File: config.mk
export PLATFORM = sky130hd
export DESIGN_NAME = prio_intc
export DESIGN_NICKNAME = d
export VERILOG_FILES = /design/src/rtl/prio_intc_pkg.sv /design/src/rtl/prio_intc_sel.sv /design/src/rtl/prio_intc_srcbank.sv /design/src/rtl/prio_intc.sv
export SDC_FILE = /design/constraint.sdc
export NUM_CORES = 1
export LEC_CHECK = 0
export BUFFER_PORTS_ARGS = -buffer_cell sky130_fd_sc_hd__buf_4
export CORE_ASPECT_RATIO = 0.75
export CORE_MARGIN = 2
export CORE_UTILIZATION = 62
export DETAILED_ROUTE_END_ITERATION = 6
export PLACE_DENSITY = 0.79
export REMOVE_ABC_BUFFERS = 1
export SLEW_MARGIN = 40
export SYNTH_ARGS = -nofsm -noshare
export SYNTH_HDL_FRONTEND = slang
export SYNTH_HIERARCHICAL = 1
export SYNTH_SLANG_ARGS = --single-unit
export TNS_END_PERCENT = 5
File: constraint.sdc
create_clock -name clk -period 15.05 [get_ports clk]
set_clock_uncertainty 0.2 [all_clocks]
set_input_delay 1.505 -clock clk [delete_from_list [all_inputs] [get_ports clk]]
set_output_delay 1.505 -clock clk [all_outputs]
set_load 0.03 [all_outputs]
File: src/rtl/prio_intc_pkg.sv
// Package: shared register field positions and control-register codes.
// Assumes a 32-bit register data path and vector/priority widths of at most 8.
package prio_intc_pkg;
    localparam int DW        = 32;
    localparam int F_VEC     = 0;
    localparam int F_PRI     = 8;
    localparam int F_MASK    = 16;
    localparam int F_LEVEL   = 17;
    localparam int F_NORM    = 20;
    localparam int F_CRIT    = 21;
    localparam int F_ACTIVE  = 31;

    typedef enum logic [1:0] {
        REG_TPR  = 2'd0,
        REG_SPUR = 2'd1,
        REG_EOI  = 2'd2,
        REG_ACK  = 2'd3
    } ctl_reg_e;
endpackage

File: src/rtl/prio_intc_sel.sv
// Priority selector: finds the highest-priority valid entry; on ties the
// lowest index wins. Purely combinational; assumes N >= 2.
module prio_intc_sel #(
    parameter int N  = 8,
    parameter int PW = 4,
    parameter int IW = $clog2(N)
) (
    input  logic [N-1:0]         valid,
    input  logic [N-1:0][PW-1:0] prio,
    output logic                 found,
    output logic [IW-1:0]        idx,
    output logic [PW-1:0]        best
);
    // Linear scan, strict compare keeps the earliest index on ties.
    always_comb begin
        found = 1'b0;
        idx   = '0;
        best  = '0;
        for (int i = 0; i < N; i++) begin
            if (valid[i] && (!found || prio[i] > best)) begin
                found = 1'b1;
                idx   = IW'(i);
                best  = prio[i];
            end
        end
    end
endmodule

File: src/rtl/prio_intc_srcbank.sv
// Source bank: per-source configuration registers, edge capture and pending
// derivation, plus the critical output. Assumes one config write per cycle.
module prio_intc_srcbank
    import prio_intc_pkg::*;
#(
    parameter int N  = 8,
    parameter int PW = 4,
    parameter int VW = 8,
    parameter int IW = $clog2(N)
) (
    input  logic                 clk,
    input  logic                 rst_n,
    input  logic [N-1:0]         irq_in,
    input  logic                 cfg_we,
    input  logic [IW-1:0]        cfg_idx,
    input  logic [DW-1:0]        cfg_wdata,
    input  logic [N-1:0]         pend_clr,
    output logic [N-1:0]         pend,
    output logic [N-1:0]         mask,
    output logic [N-1:0]         level,
    output logic [N-1:0]         to_norm,
    output logic [N-1:0]         to_crit,
    output logic [N-1:0][PW-1:0] prio,
    output logic [N-1:0][VW-1:0] vec,
    output logic                 crit_irq_o
);
    logic [N-1:0] in_prev;
    logic [N-1:0] edge_pend;

    for (genvar g = 0; g < N; g++) begin : g_src
        // Configuration register for this source; reset leaves it masked.
        always_ff @(posedge clk) begin
            if (!rst_n) begin
                vec[g]     <= '0;
                prio[g]    <= '0;
                mask[g]    <= 1'b1;
                level[g]   <= 1'b0;
                to_norm[g] <= 1'b0;
                to_crit[g] <= 1'b0;
            end else if (cfg_we && cfg_idx == IW'(g)) begin
                vec[g]     <= cfg_wdata[F_VEC +: VW];
                prio[g]    <= cfg_wdata[F_PRI +: PW];
                mask[g]    <= cfg_wdata[F_MASK];
                level[g]   <= cfg_wdata[F_LEVEL];
                to_norm[g] <= cfg_wdata[F_NORM];
                to_crit[g] <= cfg_wdata[F_CRIT];
            end
        end

        // Rising-edge capture, held until acknowledge clears it.
        always_ff @(posedge clk) begin
            if (!rst_n) begin
                in_prev[g]   <= 1'b0;
                edge_pend[g] <= 1'b0;
            end else begin
                in_prev[g]   <= irq_in[g];
                edge_pend[g] <= (irq_in[g] && !in_prev[g]) || (edge_pend[g] && !pend_clr[g]);
            end
        end

        // Pending view: raw input for level sources, captured flag otherwise.
        assign pend[g] = level[g] ? irq_in[g] : edge_pend[g];
    end

    // Critical output: any unmasked level source routed to it.
    always_ff @(posedge clk) begin
        if (!rst_n) crit_irq_o <= 1'b0;
        else        crit_irq_o <= |(irq_in & to_crit & level & ~mask);
    end
endmodule

File: src/rtl/prio_intc.sv
// Interrupt controller top: register decode, candidate arbitration against
// task priority and in-service priority, acknowledge and end-of-interrupt.
// Assumes N is a power of two and at least 4 (control codes use addr[1:0]).
module prio_intc
    import prio_intc_pkg::*;
#(
    parameter int N  = 8,
    parameter int PW = 4,
    parameter int VW = 8,
    parameter int IW = $clog2(N),
    parameter int AW = IW + 1
) (
    input  logic          clk,
    input  logic          rst_n,
    input  logic [N-1:0]  irq_in,
    input  logic          wr_en,
    input  logic [AW-1:0] wr_addr,
    input  logic [31:0]   wr_data,
    input  logic          rd_en,
    input  logic [AW-1:0] rd_addr,
    output logic [31:0]   rd_data,
    output logic          irq_o,
    output logic          crit_irq_o
);
    logic [N-1:0]         pend, mask, level, to_norm, to_crit, pend_clr;
    logic [N-1:0][PW-1:0] prio;
    logic [N-1:0][VW-1:0] vec;
    logic [N-1:0]         isr, isr_nxt;
    logic [PW-1:0]        tpr;
    logic [VW-1:0]        spur;
    logic                 cand_found, isr_found;
    logic [IW-1:0]        cand_idx, isr_idx, lat_idx;
    logic [PW-1:0]        cand_prio, isr_prio, isr_level, lat_prio;
    logic [VW-1:0]        lat_vec;
    logic                 eligible, ack, eoi, wr_ctl, rd_ctl, take;
    logic [DW-1:0]        cfg_word;
    logic [IW-1:0]        rd_idx;

    assign wr_ctl = wr_addr[AW-1];
    assign rd_ctl = rd_addr[AW-1];
    assign ack    = rd_en && rd_ctl && ctl_reg_e'(rd_addr[1:0]) == REG_ACK;
    assign eoi    = wr_en && wr_ctl && ctl_reg_e'(wr_addr[1:0]) == REG_EOI;
    assign take   = ack && irq_o;
    assign rd_idx = rd_addr[IW-1:0];

    prio_intc_srcbank #(.N(N), .PW(PW), .VW(VW), .IW(IW)) bank_i (
        .clk(clk), .rst_n(rst_n), .irq_in(irq_in),
        .cfg_we(wr_en && !wr_ctl), .cfg_idx(wr_addr[IW-1:0]), .cfg_wdata(wr_data),
        .pend_clr(pend_clr), .pend(pend), .mask(mask), .level(level),
        .to_norm(to_norm), .to_crit(to_crit), .prio(prio), .vec(vec),
        .crit_irq_o(crit_irq_o)
    );

    prio_intc_sel #(.N(N), .PW(PW), .IW(IW)) cand_sel_i (
        .valid(pend & ~mask & to_norm & ~isr), .prio(prio),
        .found(cand_found), .idx(cand_idx), .best(cand_prio)
    );

    prio_intc_sel #(.N(N), .PW(PW), .IW(IW)) isr_sel_i (
        .valid(isr), .prio(prio),
        .found(isr_found), .idx(isr_idx), .best(isr_prio)
    );

    // Eligibility: candidate must beat both the task floor and in-service level.
    assign isr_level = isr_found ? isr_prio : '0;
    assign eligible  = cand_found && cand_prio > tpr && cand_prio > isr_level;
    assign pend_clr  = take ? (N'(1) << lat_idx) : '0;

    // Request output and latched candidate; acknowledge drops the request.
    always_ff @(posedge clk) begin
        if (!rst_n) begin
            irq_o    <= 1'b0;
            lat_idx  <= '0;
            lat_prio <= '0;
            lat_vec  <= '0;
        end else begin
            irq_o <= eligible && !ack;
            if (eligible) begin
                lat_idx  <= cand_idx;
                lat_prio <= cand_prio;
                lat_vec  <= vec[cand_idx];
            end
        end
    end

    // Next in-service set: acknowledge adds, end-of-interrupt retires the top.
    always_comb begin
        isr_nxt = isr;
        if (take) isr_nxt[lat_idx] = 1'b1;
        if (eoi && isr_found) isr_nxt[isr_idx] = 1'b0;
    end

    // In-service register.
    always_ff @(posedge clk) begin
        if (!rst_n) isr <= '0;
        else        isr <= isr_nxt;
    end

    // Task priority and spurious vector registers.
    always_ff @(posedge clk) begin
        if (!rst_n) begin
            tpr  <= '1;
            spur <= '1;
        end else if (wr_en && wr_ctl) begin
            if (ctl_reg_e'(wr_addr[1:0]) == REG_TPR)  tpr  <= wr_data[PW-1:0];
            if (ctl_reg_e'(wr_addr[1:0]) == REG_SPUR) spur <= wr_data[VW-1:0];
        end
    end

    // Readback word for the addressed source, with its activity flag.
    always_comb begin
        cfg_word                 = '0;
        cfg_word[F_VEC +: VW]    = vec[rd_idx];
        cfg_word[F_PRI +: PW]    = prio[rd_idx];
        cfg_word[F_MASK]         = mask[rd_idx];
        cfg_word[F_LEVEL]        = level[rd_idx];
        cfg_word[F_NORM]         = to_norm[rd_idx];
        cfg_word[F_CRIT]         = to_crit[rd_idx];
        cfg_word[F_ACTIVE]       = pend[rd_idx] | isr[rd_idx];
    end

    // Registered read port; acknowledge returns latched or spurious vector.
    always_ff @(posedge clk) begin
        if (!rst_n) begin
            rd_data <= '0;
        end else if (rd_en) begin
            if (!rd_ctl) begin
                rd_data <= cfg_word;
            end else begin
                case (ctl_reg_e'(rd_addr[1:0]))
                    REG_TPR:  rd_data <= DW'(tpr);
                    REG_SPUR: rd_data <= DW'(spur);
                    REG_ACK:  rd_data <= irq_o ? DW'(lat_vec) : DW'(spur);
                    default:  rd_data <= '0;
                endcase
            end
        end
    end

    a_r4_above_tpr: assert property (@(posedge clk) disable iff (!rst_n)
        irq_o |-> lat_prio > $past(tpr));
    a_r3_not_in_service: assert property (@(posedge clk) disable iff (!rst_n)
        irq_o |-> !isr[lat_idx]);
    a_r5_ack_drops: assert property (@(posedge clk) disable iff (!rst_n)
        ack |=> !irq_o);
    a_r5_ack_marks: assert property (@(posedge clk) disable iff (!rst_n)
        (take && !eoi) |=> $countones(isr) == $past($countones(isr)) + 1);
    a_r6_spurious_hold: assert property (@(posedge clk) disable iff (!rst_n)
        (ack && !irq_o && !eoi) |=> $stable(isr));
    a_r7_eoi_one: assert property (@(posedge clk) disable iff (!rst_n)
        (eoi && isr != '0 && !take) |=> $countones(isr) == $past($countones(isr)) - 1);
endmodule

Word-level counts from Yosys, hierarchy flattened --
Cells that the tools add are included.
Storage, ports and cells: bits in registers 209, bits of input ports 52, output and inout bits 34, logic and storage cells 311
Operators by class: $lt $le $gt $ge 22, equality and inequality tests 11, shift-type cells 1, multiplexer cells 83, bitwise logic cells 12, reductions and logical operators 110
Operator list (count):
- $mux W4 | 18
- $gt A4 B4 Y1 | 16
- $and A8 B8 Y8 | 7
- $logic_and A1 B1 Y1 | 50
- $bmux W8 S3 | 2
- $mux W8 | 6
- $mux W1 | 34
- $logic_not A1 Y1 | 32
- $mux W32 | 1
- $mux W3 | 8
- $not A8 Y8 | 3
- $pmux W8 S3 | 1
- $logic_or A1 B1 Y1 | 22
- $bmux W1 S3 | 6
- $lt A3 B4 Y1 const B | 4
- $bmux W4 S3 | 1
- $eq A3 B3 Y1 const B | 4
- $mux W2 | 4
- $or A8 B8 Y8 | 1
- $reduce_or A8 Y1 | 1
- $shl A1 B3 Y8 const A | 1
- $demux W1 S3 | 2
- $eq A3 B2 Y1 const B | 2
- $ge A3 B1 Y1 const B | 2
- 7 further kinds | 11

Longest topological paths before layout --
depth in word-level cells 37, depth in mapped cells 61

Modules after synthesis --
The synthesis kept the hierarchy.
By module, submodules not included:
- prio_intc_srcbank | instances 1, cells an instance 675, area each 5763.0 um2, sequential area each 2902.8 um2
- prio_intc | instances 1, cells an instance 374, area each 3948.8 um2, sequential area each 980.9 um2
- prio_intc_sel | instances 2, cells an instance 206, area each 1515.2 um2, sequential area each 0.0 um2

Worst setup path before layout --
Ideal clock, no wire load.
path type input-to-reg, from input irq_in[0], to register lat_idx[0], setup time 0.072 ns, arrival time 12.060 ns, slack 2.718 ns, cell stages on the path 58, path buffers 8, cells stage by stage nand2_1 o21ai_0 nor4bb_1 buf_4 buf_4 nand2_1 ha_1 nand2_1 o21ba_2 o2111ai_1 and2_1 ha_1 nor2b_1 o211ai_1 a211oi_1 a31oi_1 inv_1 ha_1 (+22 left out) a21oi_1 o21ai_1 buf_2 nor2_1 a221o_1 ha_1 o21ai_0 a41oi_1 a32o_2 buf_4 nor4_1 a211oi_2 ha_1 and4b_1 a211oi_1 a211o_1 buf_2 mux2i_1
On the way: word-level cells in the longest chain between the ends 36, elaborated cells on any way between the ends 59, classes of those cells order compare: 9; mux: 24; bitwise: 3; reduce/logical: 23
RTL lines:
- start: declaration | line prio_intc.sv:15 | input logic [N-1:0] irq_in,
- $mux W1 (*) | line prio_intc_srcbank.sv:62 | assign pend[g] = level[g] ? irq_in[g] : edge_pend[g];
- net pend[0] | line prio_intc.sv:25 | logic [N-1:0] pend, mask, level, to_norm, to_crit, pend_clr;
- $and A8 B8 Y8 (*) (3 in a row) | line prio_intc.sv:55 | .valid(pend & ~mask & to_norm & ~isr), .prio(prio),
- $mux W4 or $mux W1 (tied branches) | line prio_intc_sel.sv:20 | if (valid[i] && (!found || prio[i] > best)) begin
- $gt A4 B4 Y1 or $logic_not A1 Y1 (tied branches) | line prio_intc_sel.sv:20
- $logic_or A1 B1 Y1 | line prio_intc_sel.sv:20
- $logic_and A1 B1 Y1 | line prio_intc_sel.sv:20
- $mux W4 or $mux W1 (tied branches) | line prio_intc_sel.sv:20
- (+20 left out)
- $gt A4 B4 Y1 or $logic_not A1 Y1 (tied branches) | line prio_intc_sel.sv:20
- $logic_or A1 B1 Y1 | line prio_intc_sel.sv:20
- $logic_and A1 B1 Y1 | line prio_intc_sel.sv:20
- $mux W4 (*) | line prio_intc_sel.sv:20
- net cand_prio[2] | line prio_intc.sv:33 | logic [PW-1:0] cand_prio, isr_prio, isr_level, lat_prio;
- $gt A4 B4 Y1 | line prio_intc.sv:66 | assign eligible = cand_found && cand_prio > tpr && cand_prio > isr_level;
- $logic_and A1 B1 Y1 | line prio_intc.sv:66
- $logic_and A1 B1 Y1 (*) | line prio_intc.sv:66
- end signal: assignment | line prio_intc.sv:79 | lat_idx <= cand_idx;
- end: declaration | line prio_intc.sv:32 | logic [IW-1:0] cand_idx, isr_idx, lat_idx;
Mark *: on every way through the listed nets, which the timed path passes. The rest lies on a longest branch. A chain may end at the register's enable or synchronous reset.

Final worst setup path --
from input irq_in[0], to register lat_vec[0]
On the way: word-level cells in the longest chain between the ends 36, elaborated cells on any way between the ends 61, classes of those cells order compare: 9; mux: 26; bitwise: 3; reduce/logical: 23
RTL lines:
- $mux W1 (*) | line prio_intc_srcbank.sv:62
- net pend[0] | line prio_intc.sv:25
- $and A8 B8 Y8 (*) (3 in a row) | line prio_intc.sv:55
- $mux W4 or $mux W1 (tied branches) | line prio_intc_sel.sv:20
- $gt A4 B4 Y1 or $logic_not A1 Y1 (tied branches) | line prio_intc_sel.sv:20
- $logic_or A1 B1 Y1 | line prio_intc_sel.sv:20
- $logic_and A1 B1 Y1 | line prio_intc_sel.sv:20
- $mux W4 or $mux W1 (tied branches) | line prio_intc_sel.sv:20
- (+20 left out)
- $gt A4 B4 Y1 or $logic_not A1 Y1 (tied branches) | line prio_intc_sel.sv:20
- $logic_or A1 B1 Y1 | line prio_intc_sel.sv:20
- $logic_and A1 B1 Y1 | line prio_intc_sel.sv:20
- $mux W4 (*) | line prio_intc_sel.sv:20
- net cand_prio[2] | line prio_intc.sv:33
- $gt A4 B4 Y1 | line prio_intc.sv:66
- $logic_and A1 B1 Y1 | line prio_intc.sv:66
- $logic_and A1 B1 Y1 (*) | line prio_intc.sv:66
- end signal: assignment | line prio_intc.sv:81 | lat_vec <= vec[cand_idx];
- end: declaration | line prio_intc.sv:34 | logic [VW-1:0] lat_vec;
Mark *: on every way through the listed nets, which the timed path passes. The rest lies on a longest branch. The select of a mux whose other input is x is not followed.

==> results.yml <==
placement:
  port_buffers: 54
  place_hpwl_um: 26000
  gp_congestion: 0.929
  dpl.cell_count: 1689
route:
  ant_nets: 0
  avgViaCountPerCell: 6.61
  drt_iter0_drc: 1414
  dr_wl_met2_um: 15900
  routed-via-count: 11384
  wl_met3_um: 4530
  wirelength_um: 37000
  route.detailed.drc: 0
  drt-pass1-iter-count: 5
  avgRoutedWirePerCell_um: 21.5
  wl_met1_um: 15700
  top_layer_used: "met4"
critical_path:
  crit_type: "in2reg"
  crit_start: "irq_in[0]"
  startpoint_type: "primary input"
  cp_slowest_cell: "a22oi_2"
  path_max_fanout: 18
  r2r-start: "bank_i/level[0]"
  cp_slowest_stage_delay_ps: 600
  arrival_ps: 14090
  timing.critical_path.mode_cell: "ha_1"
  worstPathRequired_ps: 15210
  setup.worst_path.end_class: "flip-flop"
synthesis:
  synthAdderAreaFrac_pct: 6.28
  ys_top_cells_by_area: "dfxtp_1 30%, nand2_1 11%, ha_1 6.3%"
  synth-simple-area-share_pct: 22.1
  synth-async-reset-ratio_pct: 0
  syn-instance-count: 1461
  synth-edff-count: 0
  synth_area_per_cell_um2: 8.72
  netlist_area_mm2: 0.0127
  yosysSeqAreaShare_pct: 30.5
  synth_top_family_by_area: "simple AND/OR/NAND/NOR gates"
  synth-xor-area-share_pct: 0
  synthMuxAreaShare_pct: 12.1
  yosys_warnings: 6
  yosysTopAreaCell: "dfxtp_1"
  synth_compound_area_share_pct: 21.2
  ys_ff_latch: 194
  yosysUniqueCellTypes: 87
  synthFlopType: "dfxtp_1"
  synth.top_cell.area_share_pct: 30.5
hold_path:
  hold_path_class: "reg2reg"
  hp-start: "rd_data[20]"
global_route:
  grt_pass1_wl_um: 58100
  grt_max_degree: 116
  grt_pass1_vias: 10551
  grt_usage_pct: 34.5
  gr-total-overflow: 0
  antenna_found_initial: 0
floorplan:
  die_width_um: 170
  die_y_um: 128
  initial_core_util_pct: 63.0
  dieArea_mm2: 0.0217
  io_pins: 86
  core_mm2: 0.0202
  rows: 45
final_layout:
  fill_cells: 1607
  stdcell_count: 1723
  final_nets: 1568
  antenna_cells: 0
  area_growth_syn_to_layout_pct: 6.98
  drive_gt1_share_pct: 16.1
power_and_ir_drop:
  peakVddDrop_mv: 0.0746
  power_density_mw_per_mm2: 79.8
  p_leak_nw: 5.11
cts:
  cts_hold_buf: 0
  insertion_delay_ps: 430
  cts.sink_count: 194
  cts_setup_buffers: 0
  htreeDepth: 4
  cts_resized: 0
  cts_buffers: 17
  clk_path_buf_depth: 2
  cts_root_buf: "clkbuf_16"
  cts_tree: "done"
  path_clk_slew_ps: 80
timing:
  setup_viol: 0
  slew_headroom_pct: 41.9
  max_freq_mhz: 71.8
  tightest_slew_ps: 872
  timing_hold_violations_final: 0
  fin_crit_sh_pct: 92.5
  grt_setup_unrepaired: "no"
  period_needed_ps: 13920
  slew_viol_final: 0
  fin_tns_setup_ps: 0
status:
  status: "complete, no violations"
run:
  cap_viol_max_count: 0
synthesized netlist by cell type, types with 7 or more instances:
cell / number
nand2_1: 358
dfxtp_1: 194
inv_1: 66
ha_1: 64
a21boi_1: 58
nor2_1: 58
a21boi_0: 53
buf_4: 45
buf_2: 34
mux4_2: 34
clkbuf_1: 30
mux2i_1: 28
nand3_1: 28
and2_1: 27
o21ai_0: 26
nand4_1: 20
a211oi_1: 19
a21oi_1: 16
o22ai_1: 16
mux4_1: 14
nor2b_1: 13
a41oi_1: 12
nand4b_1: 12
a21o_1: 11
mux2_2: 11
nor3_1: 10
o211ai_1: 10
o21ai_1: 10
a21boi_2: 9
a211oi_2: 8
a221o_1: 8
buf_6: 8
nor4_1: 8
nor4bb_1: 8
o2111ai_1: 8
o221a_2: 8
a31oi_1: 7
layer usage:
metal  GRT usage (%)  vias to the layer above
met3            8.89                       72
met5               0                        -
met4            11.9                        0
li1                -                     5223
met1            49.3                     5437
met2            50.8                      652
cell families after synthesis:
logic type / count (synthesis)
AOI/OAI and AO/OA: 339
muxes: 87
buffers and inverters: 188
other: 1
adders and majority gates: 64
DFF: 194
and+or+nand+nor: 588
state kept, by name (all words and copies together) (netlist names):
register,flops
tpr,4
lat_idx,3
bank_i/level,8
bank_i/to_crit,8
bank_i/in_prev,8
lat_vec,8
bank_i/crit_irq_o,1
spur,8
bank_i/edge_pend,8
rd_data,17
bank_i/mask,8
irq_o,1
bank_i/to_norm,8
bank_i/prio,32
isr,8
bank_i/vec,64
cell usage in the layout (no fill, tap or decap), drive strengths merged, types with 13 or more instances in the layout:
cell type  instances
nor2              58
a31oi             13
dfxtp            194
nand4             20
nand2            359
clkbuf            18
a21oi             16
buf               78
mux2i             28
nand3             30
o22ai             16
conb              15
a21o              13
nand4b            13
o21ai             36
a21boi           120
nor2b             13
a211oi            27
and2              29
mux4              48
inv               75
ha                64
cell type report:
type                            count  area (um2)  area share (%)
Sequential cell                   194        3880            28.5
Inverter                           68         255            1.87
Clock inverter                     14         164            1.20
Multi-Input combinational cell   1093        7980            58.5
Timing Repair Buffer               78         598            4.39
Tap cell                          258         323            2.37
Clock buffer                       18         429            3.15
stage by stage:
stage	power [mW]	hold slack (ps)	instance area, um2	util, %	setup slack [ps]
final	1.09	261	13600	67.4	1130
after floorplan	0.588	233	12100	-	570
after CTS	1.09	267	13600	67.3	1250
after detailed placement	0.635	248	13000	64.3	813
after global routing	1.12	280	13600	67.4	185
after global placement	0.632	239	12900	63.9	1080
where the power goes:
group	leakage (nW)	total [mW]	internal (mW)	switching, mW
Clock	0.289	0.461	0.238	0.224
Combinational	3.25	0.0955	0.0362	0.0593
Sequential	1.57	0.531	0.523	0.00815
final timing paths:
check / cells past startpoint / slack (ps) / endpoint
worst max register to register: 54 / 1860 / lat_vec[0]
worst min register to register: 2 / 260 / rd_data[20]
worst max-delay path: 56 / 1130 / lat_vec[0]
worst min-delay path: 2 / 260 / rd_data[20]
critical path: cells and delay by family:
| family | cells | cell delay [ps] |
|---|---|---|
| AOI/OAI and AO/OA | 27 | 6480 |
| and+or+nand+nor | 13 | 2110 |
| muxes | 1 | 230 |
| adders and majority gates | 8 | 2430 |
| buffers and inverters | 7 | 1300 |
Power figures use the tool's default switching activity.
